## src/rtl/trig_cap_pkg.sv

```systemverilog
package trig_cap_pkg;
  // Fixed status-word layout: software decodes these positions.
  localparam int PEND_LSB = 1;
  localparam int LVL_LSB  = 5;
  localparam int OVF_BIT  = 8;
  localparam int STAT_W   = 8;
  // Head-word layout
  localparam int HEAD_VALID_BIT = 31;
  localparam int HEAD_CNT_LSB   = 16;

  typedef enum logic [1:0] {
    A_STATUS    = 2'd0,
    A_LAST_TS   = 2'd1,
    A_FIFO_HEAD = 2'd2,
    A_FIFO_TS   = 2'd3
  } reg_addr_e;
endpackage

```

## src/rtl/trig_sync_edge.sv

```systemverilog
module trig_sync_edge (
  input  logic clk,
  input  logic rst_n,
  input  logic async_i,
  output logic level_o,
  output logic edge_o
);
  logic meta_q, sync_q, hist_q;

  always_ff @(posedge clk or negedge rst_n) begin
    if (!rst_n) begin
      meta_q <= 1'b0;
      sync_q <= 1'b0;
      hist_q <= 1'b0;
    end else begin
      meta_q <= async_i;
      sync_q <= meta_q;
      hist_q <= sync_q;
    end
  end

  assign level_o = sync_q;
  assign edge_o  = sync_q ^ hist_q;
endmodule

```

## src/rtl/trig_ts_counter.sv

```systemverilog
module trig_ts_counter #(
  parameter int TS_W = 32
) (
  input  logic            clk,
  input  logic            rst_n,
  input  logic            cnt_en_i,
  output logic [TS_W-1:0] ts_o
);
  logic [TS_W-1:0] cnt_q, cnt_d;

  always_comb begin
    cnt_d = cnt_q + TS_W'(1);
  end

  always_ff @(posedge clk or negedge rst_n) begin
    if (!rst_n)        cnt_q <= '0;
    else if (cnt_en_i) cnt_q <= cnt_d;
  end

  assign ts_o = cnt_q;

  // one step per enabled cycle
  a_r6_ts_step: assert property (@(posedge clk) disable iff (!rst_n)
    cnt_en_i |=> ts_o == $past(ts_o) + TS_W'(1));
endmodule

```

## src/rtl/trig_evt_fifo.sv

```systemverilog
module trig_evt_fifo #(
  parameter int W     = 40,
  parameter int DEPTH = 4,
  localparam int PTR_W = (DEPTH > 1) ? $clog2(DEPTH) : 1,
  localparam int CNT_W = $clog2(DEPTH + 1)
) (
  input  logic             clk,
  input  logic             rst_n,
  input  logic             push_i,
  input  logic [W-1:0]     data_i,
  input  logic             pop_i,
  output logic [W-1:0]     head_o,
  output logic [CNT_W-1:0] count_o,
  output logic             full_o,
  output logic             empty_o,
  output logic             drop_o
);
  logic [W-1:0]     mem_q [DEPTH];
  logic [PTR_W-1:0] wr_ptr_q, wr_ptr_d, rd_ptr_q, rd_ptr_d;
  logic [CNT_W-1:0] cnt_q, cnt_d;
  logic             do_push, do_pop;

  function automatic logic [PTR_W-1:0] ptr_inc(input logic [PTR_W-1:0] p);
    return (p == PTR_W'(DEPTH - 1)) ? '0 : p + PTR_W'(1);
  endfunction

  assign full_o  = (cnt_q == CNT_W'(DEPTH));
  assign empty_o = (cnt_q == '0);
  assign do_push = push_i && !full_o;
  assign do_pop  = pop_i && !empty_o;
  assign drop_o  = push_i && full_o;

  always_comb begin
    wr_ptr_d = do_push ? ptr_inc(wr_ptr_q) : wr_ptr_q;
    rd_ptr_d = do_pop  ? ptr_inc(rd_ptr_q) : rd_ptr_q;
    cnt_d    = cnt_q + CNT_W'(do_push) - CNT_W'(do_pop);
  end

  always_ff @(posedge clk or negedge rst_n) begin
    if (!rst_n) begin
      wr_ptr_q <= '0;
      rd_ptr_q <= '0;
      cnt_q    <= '0;
    end else begin
      wr_ptr_q <= wr_ptr_d;
      rd_ptr_q <= rd_ptr_d;
      cnt_q    <= cnt_d;
    end
  end

  for (genvar e = 0; e < DEPTH; e++) begin : g_slot
    logic slot_we;
    assign slot_we = do_push && (wr_ptr_q == PTR_W'(e));
    always_ff @(posedge clk) begin
      if (slot_we) mem_q[e] <= data_i;
    end
  end

  assign head_o  = mem_q[rd_ptr_q];
  assign count_o = cnt_q;

  // occupancy never exceeds the depth
  a_r10_count_bound: assert property (@(posedge clk) disable iff (!rst_n)
    count_o <= CNT_W'(DEPTH));
  // an accepted push without a pop grows the count by one
  a_r8_push_grows: assert property (@(posedge clk) disable iff (!rst_n)
    (push_i && !full_o && !pop_i) |=> count_o == $past(count_o) + CNT_W'(1));
  // popping an empty queue leaves it empty
  a_r8_pop_empty: assert property (@(posedge clk) disable iff (!rst_n)
    (pop_i && empty_o && !push_i) |=> empty_o);
endmodule

```

## src/rtl/trig_event_capture.sv

```systemverilog
module trig_event_capture
  import trig_cap_pkg::*;
#(
  parameter int NUM_TRIG   = 2,
  parameter int TS_W       = 32,
  parameter int FIFO_DEPTH = 4,
  parameter int DATA_W     = 32,
  localparam int REC_W     = STAT_W + TS_W,
  localparam int CNT_W     = $clog2(FIFO_DEPTH + 1)
) (
  input  logic                clk,
  input  logic                rst_n,
  input  logic [NUM_TRIG-1:0] trig_i,
  input  logic                buf_mode_i,
  output logic [TS_W-1:0]     ts_now_o,
  input  logic [1:0]          reg_addr_i,
  input  logic                reg_wr_i,
  input  logic [DATA_W-1:0]   reg_wdata_i,
  output logic [DATA_W-1:0]   reg_rdata_o
);
  // Reset: asynchronous assert, synchronous release
  logic rst_meta_q, rst_ni;
  always_ff @(posedge clk or negedge rst_n) begin
    if (!rst_n) begin
      rst_meta_q <= 1'b0;
      rst_ni     <= 1'b0;
    end else begin
      rst_meta_q <= 1'b1;
      rst_ni     <= rst_meta_q;
    end
  end

  logic [NUM_TRIG-1:0] lvl, edg, clr_pend, pend_q, pend_d;
  logic                ovf_q, ovf_d, any_evt, wr_status;
  logic [TS_W-1:0]     last_ts_q;
  logic [STAT_W-1:0]   rec_stat, head_stat;
  logic [TS_W-1:0]     head_ts;
  logic [REC_W-1:0]    fifo_head;
  logic [CNT_W-1:0]    fifo_cnt;
  logic                fifo_full, fifo_empty, fifo_drop, fifo_push, fifo_pop;
  logic [DATA_W-1:0]   status_word, head_word, head_ts_word, rdata_d, rdata_q;
  logic                wdata_unused;

  assign wdata_unused = ^reg_wdata_i;

  trig_ts_counter #(.TS_W(TS_W)) u_ts (
    .clk      (clk),
    .rst_n    (rst_ni),
    .cnt_en_i (1'b1),
    .ts_o     (ts_now_o)
  );

  assign wr_status = reg_wr_i && (reg_addr_i == A_STATUS);

  for (genvar gi = 0; gi < NUM_TRIG; gi++) begin : g_trig
    trig_sync_edge u_sync (
      .clk     (clk),
      .rst_n   (rst_ni),
      .async_i (trig_i[gi]),
      .level_o (lvl[gi]),
      .edge_o  (edg[gi])
    );
    assign clr_pend[gi] = wr_status && reg_wdata_i[PEND_LSB + gi];

    // a synchronized edge marks the trigger pending
    a_r3_edge_sets_pend: assert property (@(posedge clk) disable iff (!rst_ni)
      edg[gi] |=> pend_q[gi]);
    // a pending bit only drops after a matching clear write
    a_r4_clear_by_write: assert property (@(posedge clk) disable iff (!rst_ni)
      $fell(pend_q[gi]) |-> $past(reg_wr_i && reg_addr_i == A_STATUS
                                  && reg_wdata_i[PEND_LSB + gi]));
  end

  assign any_evt = |edg;

  // Pending, overflow and last-timestamp next state (event wins over clear)
  always_comb begin
    pend_d = (pend_q & ~clr_pend) | edg;
    ovf_d  = (ovf_q & ~(wr_status && reg_wdata_i[OVF_BIT])) | fifo_drop;
  end

  always_ff @(posedge clk or negedge rst_ni) begin
    if (!rst_ni) begin
      pend_q <= '0;
      ovf_q  <= 1'b0;
    end else begin
      pend_q <= pend_d;
      ovf_q  <= ovf_d;
    end
  end

  always_ff @(posedge clk or negedge rst_ni) begin
    if (!rst_ni)      last_ts_q <= '0;
    else if (any_evt) last_ts_q <= ts_now_o;
  end

  // Event record and status word
  always_comb begin
    rec_stat    = '0;
    status_word = '0;
    for (int i = 0; i < NUM_TRIG; i++) begin
      rec_stat[PEND_LSB + i]    = edg[i];
      rec_stat[LVL_LSB + i]     = lvl[i];
      status_word[PEND_LSB + i] = pend_q[i];
      status_word[LVL_LSB + i]  = lvl[i];
    end
    status_word[OVF_BIT] = ovf_q;
  end

  assign fifo_push = any_evt && buf_mode_i;
  assign fifo_pop  = reg_wr_i && (reg_addr_i == A_FIFO_HEAD);

  trig_evt_fifo #(.W(REC_W), .DEPTH(FIFO_DEPTH)) u_fifo (
    .clk     (clk),
    .rst_n   (rst_ni),
    .push_i  (fifo_push),
    .data_i  ({rec_stat, ts_now_o}),
    .pop_i   (fifo_pop),
    .head_o  (fifo_head),
    .count_o (fifo_cnt),
    .full_o  (fifo_full),
    .empty_o (fifo_empty),
    .drop_o  (fifo_drop)
  );

  assign head_stat = fifo_head[REC_W-1 -: STAT_W];
  assign head_ts   = fifo_head[TS_W-1:0];

  always_comb begin
    head_word    = '0;
    head_ts_word = '0;
    if (!fifo_empty) begin
      head_word[HEAD_VALID_BIT]              = 1'b1;
      head_word[HEAD_CNT_LSB +: CNT_W]       = fifo_cnt;
      head_word[STAT_W-1:0]                  = head_stat;
      head_ts_word                           = DATA_W'(head_ts);
    end
  end

  // Read mux, registered
  always_comb begin
    unique case (reg_addr_i)
      A_STATUS:    rdata_d = status_word;
      A_LAST_TS:   rdata_d = DATA_W'(last_ts_q);
      A_FIFO_HEAD: rdata_d = head_word;
      default:     rdata_d = head_ts_word;
    endcase
  end

  always_ff @(posedge clk or negedge rst_ni) begin
    if (!rst_ni) rdata_q <= '0;
    else         rdata_q <= rdata_d;
  end

  assign reg_rdata_o = rdata_q;

  // captured time equals the counter one cycle earlier
  a_r7_ts_capture: assert property (@(posedge clk) disable iff (!rst_ni)
    any_evt |=> last_ts_q == $past(ts_now_o));
  // in raw mode the queue never grows
  a_r9_raw_no_push: assert property (@(posedge clk) disable iff (!rst_ni)
    (fifo_cnt > $past(fifo_cnt)) |-> $past(buf_mode_i));
  // overflow rises only when a push met a full queue
  a_r10_ovf_when_full: assert property (@(posedge clk) disable iff (!rst_ni)
    $rose(ovf_q) |-> $past(fifo_full));
endmodule

```

## config.mk

```make
export PLATFORM = sky130hd
export DESIGN_NAME = trig_event_capture
export DESIGN_NICKNAME = d
export VERILOG_FILES = /design/src/rtl/trig_cap_pkg.sv /design/src/rtl/trig_sync_edge.sv /design/src/rtl/trig_ts_counter.sv /design/src/rtl/trig_evt_fifo.sv /design/src/rtl/trig_event_capture.sv
export SDC_FILE = /design/constraint.sdc
export NUM_CORES = 1
export LEC_CHECK = 0
export ABC_AREA = 1
export BUFFER_PORTS_ARGS = -buffer_cell sky130_fd_sc_hd__buf_2
export CORE_MARGIN = 10
export CORE_UTILIZATION = 55
export CTS_BUF_LIST = sky130_fd_sc_hd__clkbuf_8
export DETAILED_ROUTE_END_ITERATION = 6
export MAX_ROUTING_LAYER = met4
export PLACE_DENSITY = 0.77
export SLEW_MARGIN = 5
export SYNTH_ARGS = -nofsm -noshare
export SYNTH_HDL_FRONTEND = slang
export SYNTH_SLANG_ARGS = --single-unit
```

## constraint.sdc

```tcl
create_clock -name clk -period 3.3 [get_ports clk]
set_clock_uncertainty 0.15 [all_clocks]
set_input_delay 0.66 -clock clk [delete_from_list [all_inputs] [get_ports clk]]
set_output_delay 0.66 -clock clk [all_outputs]
set_load 0.01 [all_outputs]
```

-- Yosys cells after proc, flatten, opt, wreduce, memory -nomap -nowiden
Memory sizes are Yosys's and may differ from the RTL's.
Index checks and enable logic that the tools add are counted.
- $add $sub $neg: 5
- equal/unequal tests: 7
- multiplexer cells: 24
- bitwise gates (word level): 8
- reduce and logical (&&, ||, !) cells: 22
- operators with widths (cell ; count):
    $mux W36 ; 3
    $reduce_or A36 Y1 ; 3
    $pmux W32 S3 ; 1
    $add A32 B1 Y32 const B ; 1
    $mux W32 ; 1
    $logic_and A1 B1 Y1 ; 13
    $mux W1 ; 12
    $mux W2 ; 5
    $eq A2 B2 Y1 const B ; 4
    $mux W8 ; 1
    $add A2 B1 Y2 const B ; 2
    $eq A2 B1 Y1 const B ; 2
    $logic_not A2 Y1 ; 2
    $add A3 B1 Y3 ; 1
    $eq A3 B3 Y1 const B ; 1
    $logic_not A3 Y1 ; 1
    $mux W3 ; 1
    $sub A3 B1 Y3 ; 1
    $and A2 B2 Y2 ; 1
    $logic_not A1 Y1 ; 2
    $not A2 Y2 ; 1
    $or A2 B2 Y2 ; 1
    $reduce_or A2 Y1 ; 1
    $xor A1 B1 Y1 ; 2
    3 further kinds ; 3
- bits in registers: 114
- bits in writable memories: 144
- logic and storage cells: 83
- memories kept: 1
- memory list (memory ; words ; width ; read ports ; clocked after memory_dff ; wr ports ; RTL line ; RTL):
    u_fifo.mem_q ; 4 ; 36 ; 1 ; 0 ; 1 ; trig_evt_fifo.sv:18 ; logic [W-1:0] mem_q [DEPTH];

-- Longest topological paths before layout
Gate-level depths: netlist of the first run.
- word-level depth: 11
- depth in mapped cells: 10

-- By module
A second synthesis of the first run with hierarchy kept.
- cells, all modules: 1103
- area, all modules: 11872.6 sq um
- modules (own cells, without submodules) (module ; instances ; cells each ; area an instance (sq um) ; sequential area each (sq um)):
    trig_evt_fifo ; 1 ; 527 ; 7091.8 ; 4979.8
    trig_event_capture ; 1 ; 331 ; 2831.5 ; 1726.7
    trig_ts_counter ; 1 ; 229 ; 1761.7 ; 800.8
    trig_sync_edge ; 2 ; 8 ; 93.8 ; 75.1

-- Worst setup path after synthesis of the first run
No wires, ideal clock.
- path kind: register -> register
- from: register g_trig[1].u_sync.sync_q
- to: memory u_fifo.mem_q[0][0] (netlist bit), enable pin
- setup time: 0.429 ns
- arrival time: 2.453 ns
- data required time: 2.721 ns
- slack: 0.268 ns
- cell stages (with the launch flop): 5
- period minus slack after synthesis: 3.032 ns
- cell sequence: dfrtp_1 > xnor2_4 > nand2_4 > nand3_2 > nor2_1
- RTL lines (what ; RTL line ; RTL):
    start, declared ; trig_sync_edge.sv:8 ; logic meta_q, sync_q, hist_q;
    start signal, assigned ; trig_sync_edge.sv:17 ; sync_q <= meta_q;
    $xor A1 B1 Y1 ; trig_sync_edge.sv:23 ; assign edge_o = sync_q ^ hist_q;
    $reduce_or A2 Y1 ; trig_event_capture.sv:74 ; assign any_evt = |edg;
    $logic_and A1 B1 Y1 ; trig_event_capture.sv:110 ; assign fifo_push = any_evt && buf_mode_i;
    $logic_and A1 B1 Y1 ; trig_evt_fifo.sv:29 ; assign do_push = push_i && !full_o;
    $logic_and A1 B1 Y1 ; trig_evt_fifo.sv:53 ; assign slot_we = do_push && (wr_ptr_q == PTR_W'(e));
    via u_fifo.g_slot[0].slot_we ; trig_evt_fifo.sv:52 ; logic slot_we;
    $mux W1 ; trig_evt_fifo.sv:55 ; if (slot_we) mem_q[e] <= data_i;
    $mux W1 (implied by the code) ; trig_evt_fifo.sv:55 ;
    $mux W1 (no source line) (3 in series) ; - ;
    end, declared ; trig_evt_fifo.sv:18 ;
The timed path passes the listed nets, and every way through them passes these cells.

-- Final worst setup path of the first run
- from: register u_fifo.cnt_q[1], in the netlist u_fifo.count_o[1]
- to: memory u_fifo.mem_q[2][13] (netlist bit), enable pin
- RTL lines (what ; RTL line ; RTL):
    start, declared ; trig_evt_fifo.sv:20 ; logic [CNT_W-1:0] cnt_q, cnt_d;
    start signal, assigned ; trig_evt_fifo.sv:47 ; cnt_q <= cnt_d;
    $eq A3 B3 Y1 (*) ; trig_evt_fifo.sv:27 ; assign full_o = (cnt_q == CNT_W'(DEPTH));
    $logic_not A1 Y1 (*) ; trig_evt_fifo.sv:29 ;
    $logic_and A1 B1 Y1 (*) ; trig_evt_fifo.sv:29 ;
    $logic_and A1 B1 Y1 (*) ; trig_evt_fifo.sv:53 ;
    via u_fifo.g_slot[2].slot_we ; trig_evt_fifo.sv:52 ;
    $mux W1 (*) ; trig_evt_fifo.sv:55 ;
    $mux W1 (implied by the code) (*) ; trig_evt_fifo.sv:55 ;
    $reduce_or A36 Y1 (no source line) ; - ;
    $mux W2 (no source line) or $mux W1 (tied branches) (2 in series) ; - ;
Mark *: on every way through the listed nets, which the timed path passes. The rest lies on a longest branch.

==> results of run 1 <==
-- sequential cells by signal (all words and copies together), names as in the netlist --
register	flops
ovf_q	1
rst_ni	1
u_fifo.wr_ptr_q	2
u_fifo.mem_q	144
reg_rdata_o	32
g_trig.u_sync.level_o	2
pend_q	2
u_fifo.count_o	3
last_ts_q	32
g_trig.u_sync.meta_q	2
rst_meta_q	1
u_ts.ts_o	32
u_fifo.rd_ptr_q	2
g_trig.u_sync.hist_q	2
-- how the worst max path moves through the flow --
stage,to,slack (ns)
after floorplan,u_fifo.mem_q[0][0]$_DFFE_PP_,0.27
after global placement,reg_rdata_o[4]$_DFF_PN0_,0.73
after detailed placement,u_fifo.count_o[2]$_DFF_PN0_,0.68
after CTS,u_fifo.mem_q[2][30]$_DFFE_PP_,0.97
after global routing,u_fifo.count_o[2]$_DFF_PN0_,0.83
final,u_fifo.mem_q[2][13]$_DFFE_PP_,0.94
-- timing repair --
| action | CTS | global route |
|---|---|---|
| setup endpoints to repair | 0 | 0 |
| setup buffers | 0 | 0 |
| hold buffers | 1 | 0 |
| endpoints found under the hold margin | 2 | 0 |
-- final cells by class --
| type | count | area (um2) |
|---|---|---|
| multi-input cells | 621 | 2930 |
| repair buffers | 93 | 541 |
| clock buffers | 50 | 688 |
| clock inverters | 26 | 136 |
| fillers | 1423 | 6740 |
| flip-flops and latches | 258 | 7180 |
| well taps | 234 | 293 |
| inverters | 51 | 191 |
-- power by group through the flow --
stage,combinational (mW),clock [mW],sequential [mW]
2_1_floorplan,1.25,0,4.06
3_3_place_gp,1.87,0,4.00
3_5_place_dp,1.93,0,4.01
4_1_cts,1.94,2.71,3.95
5_1_grt,2.17,2.86,3.98
6_report,1.93,2.67,3.95
-- cells by family (layout without fill, tap and decap cells) --
| family | Yosys count | in the layout | synth area share (%) |
|---|---|---|---|
| buffers and inverters | 86 | 220 | 3.42 |
| DFF | 258 | 258 | 68.8 |
| AOI/OAI and AO/OA | 109 | 109 | 5.59 |
| adders and majority gates | 9 | 9 | 1.15 |
| other | 1 | 1 | 0.0359 |
| xor gates and xnor gates | 20 | 20 | 2.04 |
| and+or+nand+nor | 482 | 482 | 19.0 |
-- metal layers --
| metal | global-route usage [%] | wire length, um | vias up |
|---|---|---|---|
| met2 | 31.9 | 11500 | 317 |
| met3 | 4.23 | 2110 | 50 |
| met5 | - | 0 | - |
| li1 | - | - | 3418 |
| met4 | 7.03 | 499 | 0 |
| met1 | 25.9 | 10200 | 3567 |
-- Yosys cell counts --
cell type and count:
o21ai_0 68, xnor2_1 7, nor2_1 126, nand3b_1 16
conb_1 1, nand3_2 3, o21ai_1 9, inv_2 3
nand2_2 1, ha_1 8, a21oi_1 2, nand2_1 288
buf_2 12, xor2_1 11, buf_4 3, nand4_1 4
buf_6 1, clkbuf_1 19, o22ai_1 30, dfrtp_1 114
nor2_4 2, nand2_4 1, edfxtp_1 144, nand3_1 35
clkinv_1 2, nor3_1 2, nor2_2 4, xnor2_4 2
fa_1 1, inv_1 46
-- per-stage QoR --
stage | cell area, um2 | worst slack, ns | total power, mW
detailed placement | 11100 | 0.685 | 5.93
floorplan | 10400 | 0.268 | 5.31
global placement | 11100 | 0.726 | 5.87
finish | 12000 | 0.938 | 8.55
global route | 12000 | 0.828 | 9.01
CTS | 12000 | 0.972 | 8.59
==> metrics.md, run 1 <==
| Metric | Value |
|---|---|
| # diodes | `0` |
| Worst hold endpoint | `g_trig[0].u_sync.meta_q$_DFF_PN0_` |
| CP Launch Type | `flip-flop` |
| Mapped Cells | `965` |
| Power Internal | `5.86 mW` |
| Crit-path slowest cell | `buf_4` |
| Sw Pwr | `2.69 mW` |
| Clock share of power | `31.3%` |
| First-pass GRT wire length | `38.6 mm` |
| Commonest cells after routing, fill and taps aside | `nand2_1 (288), edfxtp_1 (144), nor2_1 (121)` |
| Cell accounting for the most synthesized area | `edfxtp_1` |
| Worst-margin pin slew | `0.792 ns` |
| Net count after synthesis | `1014` |
| Clk pin slew, worst setup/hold paths | `0.07 ns` |
| Clk_lat worst skew | `0.56 ns` |
| Final nets | `1115` |
| Syn Area/Cell | `10.8 um2` |
| Rows | `50` |
| R2R Setup Slk | `0.94 ns` |
| Fin util | `64.0%` |
| Critical R2R Launch | `u_fifo.count_o[1]$_DFF_PN0_` |
| Required @ worst endpoint | `3.31 ns` |
| Ports | `104` |
| Slowest stage delay, CP | `0.51 ns` |
| CP Class | `reg2reg` |
| Layout cells sized above 1 | `15.6%` |
| Total grt overflow | `0` |
| Vias in the first global route | `7406` |
| Port Buf Inserts | `74` |
| WP buf/inv | `2` |
| Final Hold Viols | `0` |
| Clk buf depth | `3` |
| Hold WC Path Type | `in2reg` |
| Total wire length | `24.3 mm` |
| Total clock sinks | `258` |
| Critical path's top delay family | `simple AND/OR/NAND/NOR gates` |
| CTS tree | `built` |
| Die area | `24900 um2` |
| CTS Buf Count | `41` |
| Setup TNS | `0 ns` |
| Highest Clock Rate | `423 MHz` |
| Reg2reg end | `u_fifo.mem_q[2][13]$_DFFE_PP_` |
| Syn. warnings | `0` |
| Critical path launch point | `u_fifo.count_o[1]$_DFF_PN0_` |
| Core area | `18700 um2` |
| Final HPWL DP | `14.4 mm` |
| Inst Count DP | `1256` |
| Final Hold Slack | `0.0690 ns` |
| Tot GR Track Use | `20.3%` |
| Library cells used by synthesis | `30` |
| Period utilization | `71.6%` |
| Final setup fails | `0` |
| Initial Utilization | `55.8%` |
| Crit end category | `flip-flop` |
| DRT Pass-1 Iters | `5` |
| Post-route ant nets | `0` |
| VDD IR max | `0.394 mV` |
| Yosys top cell area share | `41.4%` |
| Register area share after synthesis | `68.8%` |
| Synthesized area | `10400 um2` |
| Switch share | `31.4%` |
| Max-slew violation count | `0` |
| Post-layout min period | `2.36 ns` |
| Status | `finished, final reports clean` |
| # DRC | `0` |
| Die Y-Extent | `158 um` |
| Pleak | `5.37 nW` |
| Routability cong. | `0.898` |
| DR vias | `7352` |
| Slew margin rel. | `47.2%` |
| RSZ-0062 raised after global routing | `false` |
| Total of max-cap violations | `0` |
| Crit Path Max Fanout | `32` |
| HP Start | `trig_i[0]` |
| Pwr/cell area | `714 nW/um2` |
| Initial antenna violation count | `0` |
| H-tree depth | `2` |
| Crit path depth | `5` |
| Hold Path Depth | `1` |
| Post-CTS Resized | `0` |
| Avg WL per Cell | `18.2 um` |
| Commonest non-fill, non-tap cell in the layout | `nand2_1` |
| Final Non-Filler Cells | `1333` |
| Worst reg-to-reg path cell count | `5` |
| Area delta synth->final | `14.7%` |
| Top cells by area, synth | `edfxtp_1 (41%), dfrtp_1 (27%), nand2_1 (10%)` |
| Sequential power share | `46.2%` |
| Iteration-0 DRC count of the detailed router | `718` |
| Die width | `158 um` |
| Combinational Power Share | `22.6%` |
| Critical path data arrival time | `2.38 ns` |
| Largest net degree at the start of global routing | `75` |
| Crit path cell chain | `inv_1 -> nand3_1 -> nand3_2 -> nor2_4 -> buf_4` |
| Clock root cell | `clkbuf_8` |
| DR vias/cell | `5.52` |
| Yosys reg bits | `258` |
Power figures use the tool's default switching activity.
==> run 2, diff against run 1 <==
CORE_UTILIZATION = 61   (was 55)
PLACE_DENSITY = 0.81   (was 0.77)
clock period = 2.2 ns   (was 3.3 ns; I/O delays follow)
==> metrics.md, run 2 (synthesis gave the netlist of run 1 again) <==
| Metric | Value |
|---|---|
| Status | `finished, final reports clean (unchanged)` |
| DR vias | `7624 (was 7352)` |
| Pleak | `5.45 nW (was 5.37 nW)` |
| Final setup fails | `0 (unchanged)` |
| Commonest cells after routing, fill and taps aside | `nand2_1 (288), edfxtp_1 (144), nor2_1 (121) (unchanged)` |
| Iteration-0 DRC count of the detailed router | `764 (was 718)` |
| Power Internal | `8.78 mW (was 5.86 mW)` |
| Initial Utilization | `62.5% (was 55.8%)` |
| Required @ worst endpoint | `2.46 ns (was 3.31 ns)` |
| Highest Clock Rate | `470 MHz (was 423 MHz)` |
| Total wire length | `24.9 mm (was 24.3 mm)` |
| Max-slew violation count | `0 (unchanged)` |
| Total of max-cap violations | `0 (unchanged)` |
| Die width | `151 um (was 158 um)` |
| Clock root cell | `clkbuf_8 (unchanged)` |
| Sequential power share | `46.0% (was 46.2%)` |
| Commonest non-fill, non-tap cell in the layout | `nand2_1 (unchanged)` |
| Core area | `16700 um2 (was 18700 um2)` |
| Area delta synth->final | `15.9% (was 14.7%)` |
| Pwr/cell area | `1070 nW/um2 (was 714 nW/um2)` |
| Port Buf Inserts | `74 (unchanged)` |
| Reg2reg end | `u_fifo.count_o[1]$_DFF_PN0_ (was u_fifo.mem_q[2][13]$_DFFE_PP_)` |
| Crit Path Max Fanout | `4 (was 32)` |
| Post-CTS setup buffer count | `0 (unchanged)` |
| Routability cong. | `0.885 (was 0.898)` |
| CP Class | `reg2reg (unchanged)` |
| Final Hold Viols | `0 (unchanged)` |
| Vias in the first global route | `7611 (was 7406)` |
| Worst-margin pin slew | `0.595 ns (was 0.792 ns)` |
| # DRC | `0 (unchanged)` |
| Combinational Power Share | `24.2% (was 22.6%)` |
| Sw Pwr | `4.11 mW (was 2.69 mW)` |
| RSZ-0062 raised after global routing | `false (unchanged)` |
| CTS tree | `built (unchanged)` |
| Clk_lat worst skew | `0.55 ns (was 0.56 ns)` |
| Total clock sinks | `258 (unchanged)` |
| Slew margin rel. | `60.3% (was 47.2%)` |
| Die Y-Extent | `151 um (was 158 um)` |
| Clock share of power | `29.8% (was 31.3%)` |
| Critical R2R Launch | `u_fifo.count_o[2]$_DFF_PN0_ (was u_fifo.count_o[1]$_DFF_PN0_)` |
| Worst slack, placed | `-0.124 ns (was 0.685 ns)` |
| Final WS setup | `0.0735 ns (was 0.938 ns)` |
| Period utilization | `96.7% (was 71.6%)` |
| Tot GR Track Use | `23.1% (was 20.3%)` |
| Post-route ant nets | `0 (unchanged)` |
| CP Launch Type | `flip-flop (unchanged)` |
| Initial antenna violation count | `0 (unchanged)` |
| Worst reg-to-reg path cell count | `8 (was 5)` |
| DR vias/cell | `5.73 (was 5.52)` |
| Largest net degree at the start of global routing | `57 (was 75)` |
| Total grt overflow | `0 (unchanged)` |
| Rows | `47 (was 50)` |
| Final Hold Slack | `0.0490 ns (was 0.0690 ns)` |
| Final nets | `1128 (was 1115)` |
| Hold WC Path Type | `in2async (was in2reg)` |
| Placed cell areas | `11300 um2 (was 11100 um2)` |
| Final design area excluding fillers | `12100 um2 (was 12000 um2)` |
| Final HPWL DP | `15.1 mm (was 14.4 mm)` |
| R2R Setup Slk | `0.07 ns (was 0.94 ns)` |
| H-tree depth | `2 (unchanged)` |
| Post-layout min period | `2.13 ns (was 2.36 ns)` |
| Clk buf depth | `3 (unchanged)` |
| DRT Pass-1 Iters | `5 (unchanged)` |
| Die area | `22700 um2 (was 24900 um2)` |
| Fin util | `72.4% (was 64.0%)` |
| Clk pin slew, worst setup/hold paths | `0.06 ns (was 0.07 ns)` |
| Layout cells sized above 1 | `16.4% (was 15.6%)` |
| Top reg by flops | `u_fifo.mem_q (unchanged)` |
| Crit end category | `flip-flop (unchanged)` |
| Avg WL per Cell | `18.7 um (was 18.2 um)` |
| Critical path launch point | `u_fifo.count_o[2]$_DFF_PN0_ (was u_fifo.count_o[1]$_DFF_PN0_)` |
| # diodes | `0 (unchanged)` |
| CTS Buf Count | `39 (was 41)` |
| First-pass GRT wire length | `40.0 mm (was 38.6 mm)` |
| VDD IR max | `0.623 mV (was 0.394 mV)` |
| Ports | `104 (unchanged)` |
| Fillers | `1125 (was 1423)` |
| Critical path data arrival time | `2.39 ns (was 2.38 ns)` |
| Max reg flops | `144 (unchanged)` |
| Switch share | `31.9% (was 31.4%)` |
-- run 2: cell count changes in the layout (fill, tap and decap cells not counted), moves of 2 or more --
cell           change
buf_4              +7
clkinv_2           +2
buf_12             +6
inv_1              +2
clkbuf_8           -7
clkinv_1           -2
dlygate4sd3_1      +2
-- run 2: repair_timing --
item,CTS,global route
setup endpoints to repair,1,1
hold endpoints to repair,4,0
hold buffers,3,0
resized for setup,1,1
-- run 2: cell type report --
type | count | area (um2) | share of cell area, %
Clock inverter | 29 | 176 | 1.46
Inverter | 51 | 191 | 1.58
Timing Repair Buffer | 108 | 733 | 6.07
Multi-Input combinational cell | 621 | 2940 | 24.3
Tap cell | 220 | 275 | 2.28
Sequential cell | 258 | 7180 | 59.4
Clock buffer | 43 | 592 | 4.90
-- run 2: worst max path at each step --
stage / slack [ns] / cells past startpoint / to
global route: 0.01 / 8 / u_fifo.count_o[1]$_DFF_PN0_
floorplan: -0.83 / 4 / u_fifo.mem_q[0][0]$_DFFE_PP_
global placement: 0.05 / 11 / u_fifo.count_o[2]$_DFF_PN0_
detailed placement: -0.12 / 11 / u_fifo.count_o[2]$_DFF_PN0_
finish: 0.07 / 8 / u_fifo.count_o[1]$_DFF_PN0_
CTS: 0.08 / 8 / u_fifo.count_o[1]$_DFF_PN0_
-- run 2: routing by layer --
metal | global-route usage, % | wire [um] | vias up
met5 | - | 0 | -
met4 | 7.89 | 566 | 0
li1 | - | - | 3446
met3 | 4.50 | 2600 | 71
met2 | 36.3 | 12000 | 430
met1 | 29.7 | 9720 | 3677
-- run 2: through the flow --
step / cells / power [mW] / TNS, ns
floorplan: 965 / 7.97 / -119.83
finish: 1330 / 12.9 / 0
detailed placement: 1255 / 9.08 / -0.247
global route: 1330 / 13.6 / 0
CTS: 1330 / 12.9 / 0
global placement: 1255 / 8.92 / 0
-- run 2: worst max-delay path, stage by stage, from the launching register on --
cell     delay [ns]
dfrtp_1        0.44
nor3_2         0.26
nor2_1         0.10
ha_1           0.29
inv_1          0.06
ha_1           0.13
inv_1          0.04
fa_1           0.48
inv_1          0.06
-- run 2: power groups by stage --
stage               Clock (mW)  Sequential [mW]  Combinational (mW)
finish                    3.85             5.93                3.12
global route              4.12             5.98                3.48
CTS                       3.88             5.93                3.12
detailed placement           0             6.01                3.08
global placement             0             5.98                2.94
floorplan                    0             6.09                1.88
